==> src/rtl/lcrc_pkg.sv <==
package lcrc_pkg;
   localparam int CRC_W = 32;
   typedef logic [CRC_W-1:0] crc_t;
   typedef enum logic {
      LCRC_TAG   = 1'b0,
      LCRC_CHECK = 1'b1
   } lcrc_mode_e;
endpackage

==> src/rtl/lcrc_engine.sv <==
module lcrc_engine
   import lcrc_pkg::*;
#(
   parameter int   DATA_W = 32,
   parameter crc_t POLY   = 32'h04C11DB7,
   parameter crc_t INIT   = 32'hFFFFFFFF
) (
   input  logic              clk,
   input  logic              rst_n,
   input  logic              adv,
   input  logic              start,
   input  logic [DATA_W-1:0] din,
   output crc_t              crc_q,
   output crc_t              crc_base
);
   function automatic crc_t step(input crc_t c, input logic [DATA_W-1:0] d);
      crc_t r;
      logic fb;
      r = c;
      for (int i = DATA_W - 1; i >= 0; i--) begin
         fb = r[CRC_W-1] ^ d[i];
         r  = {r[CRC_W-2:0], 1'b0};
         if (fb) r = r ^ POLY;
      end
      return r;
   endfunction

   assign crc_base = start ? INIT : crc_q;

   always_ff @(posedge clk) begin
      if (!rst_n)   crc_q <= INIT;
      else if (adv) crc_q <= step(crc_base, din);
   end
endmodule

==> src/rtl/lcrc_line_ctr.sv <==
module lcrc_line_ctr #(
   parameter int LINE_W = 12
) (
   input  logic              clk,
   input  logic              rst_n,
   input  logic              sop_acc,
   input  logic              sof,
   output logic [LINE_W-1:0] line_now
);
   logic [LINE_W-1:0] cur;

   always_comb begin
      if (sop_acc) line_now = sof ? '0 : cur + LINE_W'(1);
      else         line_now = cur;
   end

   always_ff @(posedge clk) begin
      if (!rst_n)       cur <= '1;
      else if (sop_acc) cur <= line_now;
   end
endmodule

==> src/rtl/lcrc_out_stage.sv <==
module lcrc_out_stage #(
   parameter int DATA_W = 32
) (
   input  logic              clk,
   input  logic              rst_n,
   input  logic              load,
   input  logic [DATA_W-1:0] ld_data,
   input  logic              ld_sop,
   input  logic              ld_eop,
   input  logic              m_ready,
   output logic              free,
   output logic              m_valid,
   output logic [DATA_W-1:0] m_data,
   output logic              m_sop,
   output logic              m_eop
);
   assign free = !m_valid || m_ready;

   always_ff @(posedge clk) begin
      if (!rst_n) begin
         m_valid <= 1'b0;
         m_data  <= '0;
         m_sop   <= 1'b0;
         m_eop   <= 1'b0;
      end else if (load) begin
         m_valid <= 1'b1;
         m_data  <= ld_data;
         m_sop   <= ld_sop;
         m_eop   <= ld_eop;
      end else if (m_ready) begin
         m_valid <= 1'b0;
      end
   end
endmodule

==> src/rtl/lcrc_tagger.sv <==
module lcrc_tagger
   import lcrc_pkg::*;
#(
   parameter int   DATA_W = 32,
   parameter int   LINE_W = 12,
   parameter crc_t POLY   = 32'h04C11DB7,
   parameter crc_t INIT   = 32'hFFFFFFFF,
   parameter crc_t XOROUT = 32'hFFFFFFFF
) (
   input  logic              clk,
   input  logic              rst_n,
   input  logic              mode_check,
   input  logic              s_valid,
   output logic              s_ready,
   input  logic [DATA_W-1:0] s_data,
   input  logic              s_sop,
   input  logic              s_eop,
   input  logic              s_sof,
   output logic              m_valid,
   input  logic              m_ready,
   output logic [DATA_W-1:0] m_data,
   output logic              m_sop,
   output logic              m_eop,
   output logic              err_flag,
   output logic [LINE_W-1:0] err_line
);
   if (DATA_W < CRC_W) begin : g_bad_width
      $error("lcrc_tagger: DATA_W must be at least the CRC width");
   end
   if (LINE_W < 1) begin : g_bad_line
      $error("lcrc_tagger: LINE_W must be at least 1");
   end

   lcrc_mode_e        mode;
   logic              acc;
   logic              o_free;
   logic              o_load;
   logic [DATA_W-1:0] o_data;
   logic              o_sop;
   logic              o_eop;
   logic              ins_pend;
   logic              ins_fire;
   logic              crc_adv;
   logic              crc_bad;
   logic              h_valid;
   logic [DATA_W-1:0] h_data;
   logic              h_sop;
   crc_t              crc_q;
   crc_t              crc_base;
   logic [DATA_W-1:0] crc_word;
   logic [LINE_W-1:0] line_now;

   assign mode = lcrc_mode_e'(mode_check);

   // input ready depends only on registers and m_ready
   assign s_ready = (mode == LCRC_TAG) ? (o_free && !ins_pend)
                                       : (!h_valid || o_free);
   assign acc      = s_valid && s_ready;
   assign ins_fire = (mode == LCRC_TAG) && ins_pend && o_free;

   if (DATA_W == CRC_W) begin : g_word_eq
      assign crc_word = crc_q ^ XOROUT;
   end else begin : g_word_pad
      assign crc_word = {{(DATA_W-CRC_W){1'b0}}, crc_q ^ XOROUT};
   end

   always_comb begin
      if (mode == LCRC_TAG) begin
         o_load  = acc || ins_fire;
         o_data  = ins_fire ? crc_word : s_data;
         o_sop   = !ins_fire && s_sop;
         o_eop   = ins_fire;
         crc_adv = acc;
      end else begin
         o_load  = acc && h_valid;
         o_data  = h_data;
         o_sop   = h_sop;
         o_eop   = s_eop;
         crc_adv = acc && !s_eop;
      end
   end

   assign crc_bad = (mode == LCRC_CHECK) && acc && s_eop &&
                    (s_data[CRC_W-1:0] != (crc_base ^ XOROUT));

   lcrc_engine #(
      .DATA_W (DATA_W),
      .POLY   (POLY),
      .INIT   (INIT)
   ) u_engine (
      .clk      (clk),
      .rst_n    (rst_n),
      .adv      (crc_adv),
      .start    (s_sop),
      .din      (s_data),
      .crc_q    (crc_q),
      .crc_base (crc_base)
   );

   lcrc_line_ctr #(
      .LINE_W (LINE_W)
   ) u_line (
      .clk      (clk),
      .rst_n    (rst_n),
      .sop_acc  (acc && s_sop),
      .sof      (s_sof),
      .line_now (line_now)
   );

   lcrc_out_stage #(
      .DATA_W (DATA_W)
   ) u_out (
      .clk     (clk),
      .rst_n   (rst_n),
      .load    (o_load),
      .ld_data (o_data),
      .ld_sop  (o_sop),
      .ld_eop  (o_eop),
      .m_ready (m_ready),
      .free    (o_free),
      .m_valid (m_valid),
      .m_data  (m_data),
      .m_sop   (m_sop),
      .m_eop   (m_eop)
   );

   // tag mode: pending CRC insertion slot
   always_ff @(posedge clk) begin
      if (!rst_n)                                  ins_pend <= 1'b0;
      else if (mode == LCRC_TAG && acc && s_eop)   ins_pend <= 1'b1;
      else if (ins_fire)                           ins_pend <= 1'b0;
   end

   // check mode: one-beat hold so the trailing CRC beat can be dropped
   always_ff @(posedge clk) begin
      if (!rst_n) begin
         h_valid <= 1'b0;
         h_data  <= '0;
         h_sop   <= 1'b0;
      end else if (mode == LCRC_CHECK && acc) begin
         if (s_eop) begin
            h_valid <= 1'b0;
         end else begin
            h_valid <= 1'b1;
            h_data  <= s_data;
            h_sop   <= s_sop;
         end
      end
   end

   // first-error capture
   always_ff @(posedge clk) begin
      if (!rst_n) begin
         err_flag <= 1'b0;
         err_line <= '0;
      end else if (crc_bad && !err_flag) begin
         err_flag <= 1'b1;
         err_line <= line_now;
      end
   end
endmodule

==> config.mk <==
export PLATFORM = sky130hd
export DESIGN_NAME = lcrc_tagger
export DESIGN_NICKNAME = d
export VERILOG_FILES = /design/src/rtl/lcrc_pkg.sv /design/src/rtl/lcrc_engine.sv /design/src/rtl/lcrc_line_ctr.sv /design/src/rtl/lcrc_out_stage.sv /design/src/rtl/lcrc_tagger.sv
export SDC_FILE = /design/constraint.sdc
export NUM_CORES = 1
export LEC_CHECK = 0
export BUFFER_PORTS_ARGS = -buffer_cell sky130_fd_sc_hd__clkbuf_2
export CAP_MARGIN = 20
export CORE_ASPECT_RATIO = 1.25
export CORE_UTILIZATION = 61
export DETAILED_ROUTE_END_ITERATION = 8
export PLACE_DENSITY_LB_ADDON = 0.2
export SETUP_SLACK_MARGIN = 0.02
export SLEW_MARGIN = 20
export SYNTH_ARGS = -nofsm -noshare
export SYNTH_HDL_FRONTEND = slang
export SYNTH_SLANG_ARGS = --single-unit
==> constraint.sdc <==
create_clock -name clk -period 4.45 [get_ports clk]
set_input_delay 0.6675 -clock clk [delete_from_list [all_inputs] [get_ports clk]]
set_output_delay 0.6675 -clock clk [all_outputs]
set_load 0.01 [all_outputs]
==> results.py, run 1 <==
metrics = {
    "floorplanning": {
        "start_util": 0.6272,
        "die_w_um": 115.6,
        "die-area_um2": 16660,
        "coreArea_um2": 15700,
        "die_y_um": 144.0,
        "rows": 51,
        "io_pins": 89,
    },
    "synth": {
        "synth-seq-area-share": 0.2582,
        "synth-seq-cells": 127,
        "synth_edf_count": 0,
        "syn-cell-area_um2": 9846,
        "synth_xor_area_frac": 0.3852,
        "synthCells": 1067,
        "synth_compound_area_frac": 0.1732,
        "synth_commonest_cells": "nand2_1, xnor2_1, dfxtp_1",
        "yosys.area.top_type": "dfxtp_1",
        "synth_mux_area_frac": 0.008133,
        "ys_top_cells_by_area": "dfxtp_1, xnor2_1, xnor3_1",
        "synth.distinct_cells": 47,
        "synthSimpleGateAreaFrac": 0.1332,
        "yosys_warnings": 0,
        "yosysMostFrequentCell": "nand2_1",
        "synth_top_family_by_area": "XOR/XNOR gates",
        "async_flop_share": 0,
        "synth_nets": 1108,
        "synth_flop_cell": "dfxtp_1",
        "synthAdderAreaFrac": 0.001271,
        "yosysTopAreaCellShare": 0.2582,
        "avgSynthCellArea_um2": 9.227,
    },
    "sta": {
        "fin_crit_ns": 4.087,
        "timing.setup.tns_ns": 0,
        "finalSetupViolCount": 0,
        "fin_crit_sh": 0.9184,
        "hold_viol_final": 0,
        "worst_pin_slew_ns": 1.018,
        "fin_skew_ns": 0.009899,
        "slew_violations": 0,
        "final.setup.worst_slack_ns": 0.3631,
        "relSlewSlack": 0.3187,
        "rsz0062_at_grt": "false",
        "max_freq_ghz": 0.2447,
    },
    "cells_and_area": {
        "diodes": 0,
        "post-route-util": 0.7056,
        "nNetsFinal": 1164,
        "fillers": 1251,
        "area_delta_synth_final_pct": 12.51,
        "drive_gt1_frac": 0.1834,
    },
    "cts": {
        "cts_htree_levels": 4,
        "cts-resized-gates": 0,
        "cts_hold_buf": 0,
        "path_clk_slew_ns": 0.06,
        "clock_sinks": 127,
        "cts_tree": "done",
        "clock_latency_ns": 0.41,
        "post_cts_buffers": 0,
        "cts-root-buf": "clkbuf_16",
        "numCtsBuffers": 17,
        "cts_buffer_depth": 2,
    },
    "global_route": {
        "antenna_found_initial": 0,
        "grt_pass1_vias": 7504,
        "grt_use_total": 0.3415,
        "grt_max_degree": 81,
        "grt_pass1_wl_um": 42240,
        "grt-ovfl-total": 0,
    },
    "run_status": {
        "outcome": "finished clean",
    },
    "setup_path": {
        "crit_type": "reg -> reg",
        "cpPeakStageDelay_ns": 0.64,
        "cp.required_ns": 4.70,
        "critPathCaptureType": "flip-flop",
        "cp.arrival_ns": 4.33,
        "worstPathMaxFanout": 10,
        "cpMaxStageDelayCell": "dfxtp_1",
        "crit_chain": "xnor2_1 -> nor2_2 -> xnor2_4 -> xnor3_4 -> buf_4 -> xnor3_1 -> xnor2_2 -> xor2_1 -> xnor3_1 -> xnor2_1 -> o211ai_1",
        "cp-start-kind": "flip-flop",
    },
    "routing": {
        "detail-route-antenna-nets": 0,
        "routed-via-count": 7887,
        "first_iter_violations": 648,
        "wl_per_cell_um": 20.30,
        "finalWirelength_um": 27320,
        "firstDrtPassIters": 5,
        "remaining_drc_errors": 0,
        "via_per_inst": 5.860,
    },
    "placed_design": {
        "port-buffer-count": 88,
        "gp_congestion": 0.9778,
        "dp_slack_ns": 0.1688,
        "post-dp-hpwl_um": 20440,
    },
    "min_path": {
        "hp-class": "reg -> reg",
    },
    "job": {
        "drv_cap": 0,
    },
}
==> critical path, delay by kind of cell, from the launching register on <==
family,cells,cell delay (ns)
AO/OA/AOI/OAI,1,0.10
flip-flops,1,0.64
buffers and inverters,1,0.21
AND/OR/NAND/NOR,1,0.09
XOR/XNOR,8,2.90
==> metal layers <==
metal  track usage  up-vias  routed length (um)
li1              -     3752                   -
met1        0.4098     3697               10950
met2        0.5569      340               12930
met3       0.06538       98                1670
met4        0.2247        0                1773
met5             0        -                   0
==> final timing paths <==
| kind | slack (ns) | endpoint | cells past startpoint | start |
|---|---|---|---|---|
| worst max-delay path | 0.36 | u_engine.crc_q[26] | 11 | u_engine.crc_q[30] |
| worst min-delay path | 0.47 | h_data[6] | 2 | h_data[6] |
| worst max register to register | 0.36 | u_engine.crc_q[26] | 11 | u_engine.crc_q[30] |
| worst min register to register | 0.47 | h_data[6] | 2 | h_data[6] |
==> final cells by class <==
class / instances / area, um2 / area share
clock buffer: 17 / 425.4 / 0.03840
clock inverter: 13 / 190.2 / 0.01717
inverter: 5 / 18.77 / 0.001694
multi-input combinational: 849 / 6917 / 0.6244
sequential: 127 / 2542 / 0.2295
tap: 212 / 265.3 / 0.02395
timing repair buffer: 123 / 718.2 / 0.06484
==> stage by stage <==
stage / cells / area, um2 / hold WS (ns)
global placement: 1316 / 10460 / 0.4496
detailed placement: 1316 / 10460 / 0.4576
CTS: 1346 / 11080 / 0.4661
finish: 1346 / 11080 / 0.4671
global route: 1346 / 11080 / 0.4798
floorplan: 1067 / 9846 / 0.4383
==> logic make-up (layout without fill, tap and decap cells) <==
group / count (synthesis) / count (layout)
adder cells (fa/ha/maj): 1 / 1
flip-flops: 127 / 127
buffers and inverters: 91 / 158
AO/OA/AOI/OAI: 236 / 236
XOR/XNOR: 298 / 298
AND/OR/NAND/NOR: 306 / 306
multiplexers: 8 / 8
==> layout by cell type (no fill, tap or decap), types with 4 or more instances in the layout <==
master,count
clkbuf_2,87
nor2_1,92
xnor2_2,20
inv_1,5
xor3_1,4
mux2i_1,8
o32ai_1,13
xnor2_4,6
xnor3_1,45
a21boi_0,34
o21ai_0,12
buf_4,35
nor2b_1,12
clkinv_4,4
a21oi_1,62
nand3_1,7
nor2_2,4
o211ai_1,62
nand4_1,5
xor2_1,61
o311ai_0,6
and3_1,4
nor3b_1,15
bufinv_16,4
xnor2_1,143
clkbuf_16,17
o211a_1,37
xor2_2,7
dfxtp_1,127
xnor3_2,8
nand2_1,153
==> state kept, by name, summed over array words and instances (netlist names) <==
signal and count:
err_line 12, h_valid 1, ins_pend 1, u_out.m_valid 1, u_out.m_eop 1, u_out.m_data 32
h_sop 1, u_out.m_sop 1, u_engine.crc_q 32, u_line.cur 12, h_data 32, err_flag 1
Power of run 1 is not shown: default switching activity piles up to over one toggle a cycle in this logic, so the estimate is an artifact.
==> run 2, diff against run 1 <==
- BUFFER_PORTS_ARGS: -buffer_cell sky130_fd_sc_hd__clkbuf_2 -> default
- CORE_UTILIZATION: 61 -> 65
- DONT_BUFFER_PORTS: default -> 1
==> run 2 against run 1 <==
Clock-buffer cell count stayed put. Fmax is 2.6% higher. Register-to-register slack better by 0.10 ns. Die area is 6.1% lower. Critical path depth is 1 lower. Sequential share of layout area is 1.2 points higher. Design area is 5.0% lower. Clock skew hardly changed. Via count is 4.5% lower. Worst hold slack worse by 0.13 ns. Wire length is 2.5% lower. Critical endpoint is now u_engine.crc_q[13].
==> results.py, run 2 (synthesized netlist as in run 1, its figures left out) <==
metrics = {
    "sta": {
        "fin_crit_sh": 0.8950,
        "finalSetupViolCount": 0,
        "hold_viol_final": 0,
        "relSlewSlack": 0.3047,
        "slew_violations": 0,
        "worst_pin_slew_ns": 1.039,
        "rsz0062_at_grt": "false",
        "fin_skew_ns": 0.009554,
        "timing.setup.tns_ns": 0,
        "fin_crit_ns": 3.983,
        "max_freq_ghz": 0.2511,
    },
    "cells_and_area": {
        "nNetsFinal": 1070,
        "diodes": 0,
        "final_common_cell": "nand2_1",
        "final_cell_mix": "nand2_1, xnor2_1, dfxtp_1, nor2_1",
        "area_delta_synth_final_pct": 6.862,
        "reg_top3": "h_data: 32 flops, u_engine.crc_q: 32 flops, u_out.m_data: 32 flops",
        "drive_gt1_frac": 0.1096,
        "fillers": 1068,
    },
    "setup_path": {
        "worstPathMaxFanout": 7,
        "cp-start-kind": "flip-flop",
        "critPathCaptureType": "flip-flop",
        "crit_type": "reg -> reg",
        "cp.arrival_ns": 4.30,
        "cp.required_ns": 4.77,
        "reg2reg_depth": 10,
    },
    "placed_design": {
        "post-dp-hpwl_um": 19650,
        "gp_congestion": 0.9987,
        "port-buffer-count": 0,
    },
    "cts": {
        "cts_htree_levels": 4,
        "cts_buffer_depth": 2,
        "clock_sinks": 127,
        "numCtsBuffers": 17,
        "cts_hold_buf": 0,
        "cts-resized-gates": 0,
        "clock_latency_ns": 0.42,
        "post_cts_buffers": 0,
        "cts-root-buf": "clkbuf_16",
        "cts_tree": "done",
        "path_clk_slew_ns": 0.06,
    },
    "global_route": {
        "antenna_found_initial": 0,
        "grt_pass1_vias": 7276,
        "grt_pass1_wl_um": 41670,
        "grt-ovfl-total": 0,
        "grt_max_degree": 129,
        "grt_use_total": 0.3512,
    },
    "routing": {
        "first_iter_violations": 699,
        "finalWirelength_um": 26640,
        "routed-via-count": 7533,
        "remaining_drc_errors": 0,
        "wl_per_cell_um": 21.87,
        "detail-route-antenna-nets": 0,
        "via_per_inst": 6.185,
        "firstDrtPassIters": 9,
    },
    "job": {
        "drv_cap": 0,
    },
    "run_status": {
        "outcome": "finished clean",
    },
    "floorplanning": {
        "die_y_um": 139.6,
        "io_pins": 89,
        "die_w_um": 112.1,
        "start_util": 0.6748,
        "coreArea_um2": 14590,
        "rows": 49,
        "die-area_um2": 15650,
    },
    "min_path": {
        "hp-class": "in -> reg",
        "min_path_cells": 1,
    },
}
## run 2: layout make-up
cell class	instances	area, um2	share of cell area
clock buffer	17	425.4	0.04043
clock inverter	13	165.2	0.01570
inverter	5	18.77	0.001784
multi-input combinational	849	6917	0.6574
sequential	127	2542	0.2416
tap	178	222.7	0.02117
timing repair buffer	29	230.2	0.02188
## run 2: path summary, 6_finish.rpt
| kind | start | end | slack [ns] |
|---|---|---|---|
| setup / recovery | u_engine.crc_q[30] | u_engine.crc_q[13] | 0.47 |
| hold reg to reg | h_valid | h_valid | 0.46 |
| setup reg to reg | u_engine.crc_q[30] | u_engine.crc_q[13] | 0.47 |
| hold / removal | rst_n | u_line.cur[5] | 0.33 |
## run 2: layer usage
metal  vias up  track usage  wire, um
met5         -            0         0
met4         0       0.1789      1326
met3        78      0.06272      1786
met2       321       0.5865     12950
met1      3578       0.4348     10580
li1       3556            -         -
## run 2: critical path: stages, from the launching register on
cell and delay, ns:
dfxtp_1 0.46, xnor2_1 0.17, nor2_2 0.09, xnor2_4 0.31
xnor3_4 0.69, xnor3_2 0.48, xnor3_4 0.55, xnor2_1 0.28
xnor3_1 0.33, xnor3_1 0.36, o211ai_1 0.17
## run 2: per-stage QoR
| stage | hold WS (ns) | cells | setup WS, ns | cell area [um2] | util |
|---|---|---|---|---|---|
| floorplan | 0.4383 | 1067 | 0.4008 | 9846 | - |
| global placement | 0.4479 | 1188 | 0.3821 | 9931 | 0.6806 |
| detailed placement | 0.4524 | 1188 | 0.3022 | 9931 | 0.6806 |
| CTS | 0.3279 | 1218 | 0.4699 | 10520 | 0.7211 |
| global route | 0.3384 | 1218 | 0.2578 | 10520 | 0.7211 |
| finish | 0.3324 | 1218 | 0.4671 | 10520 | 0.7211 |
Power of run 2 is left out for the same reason.
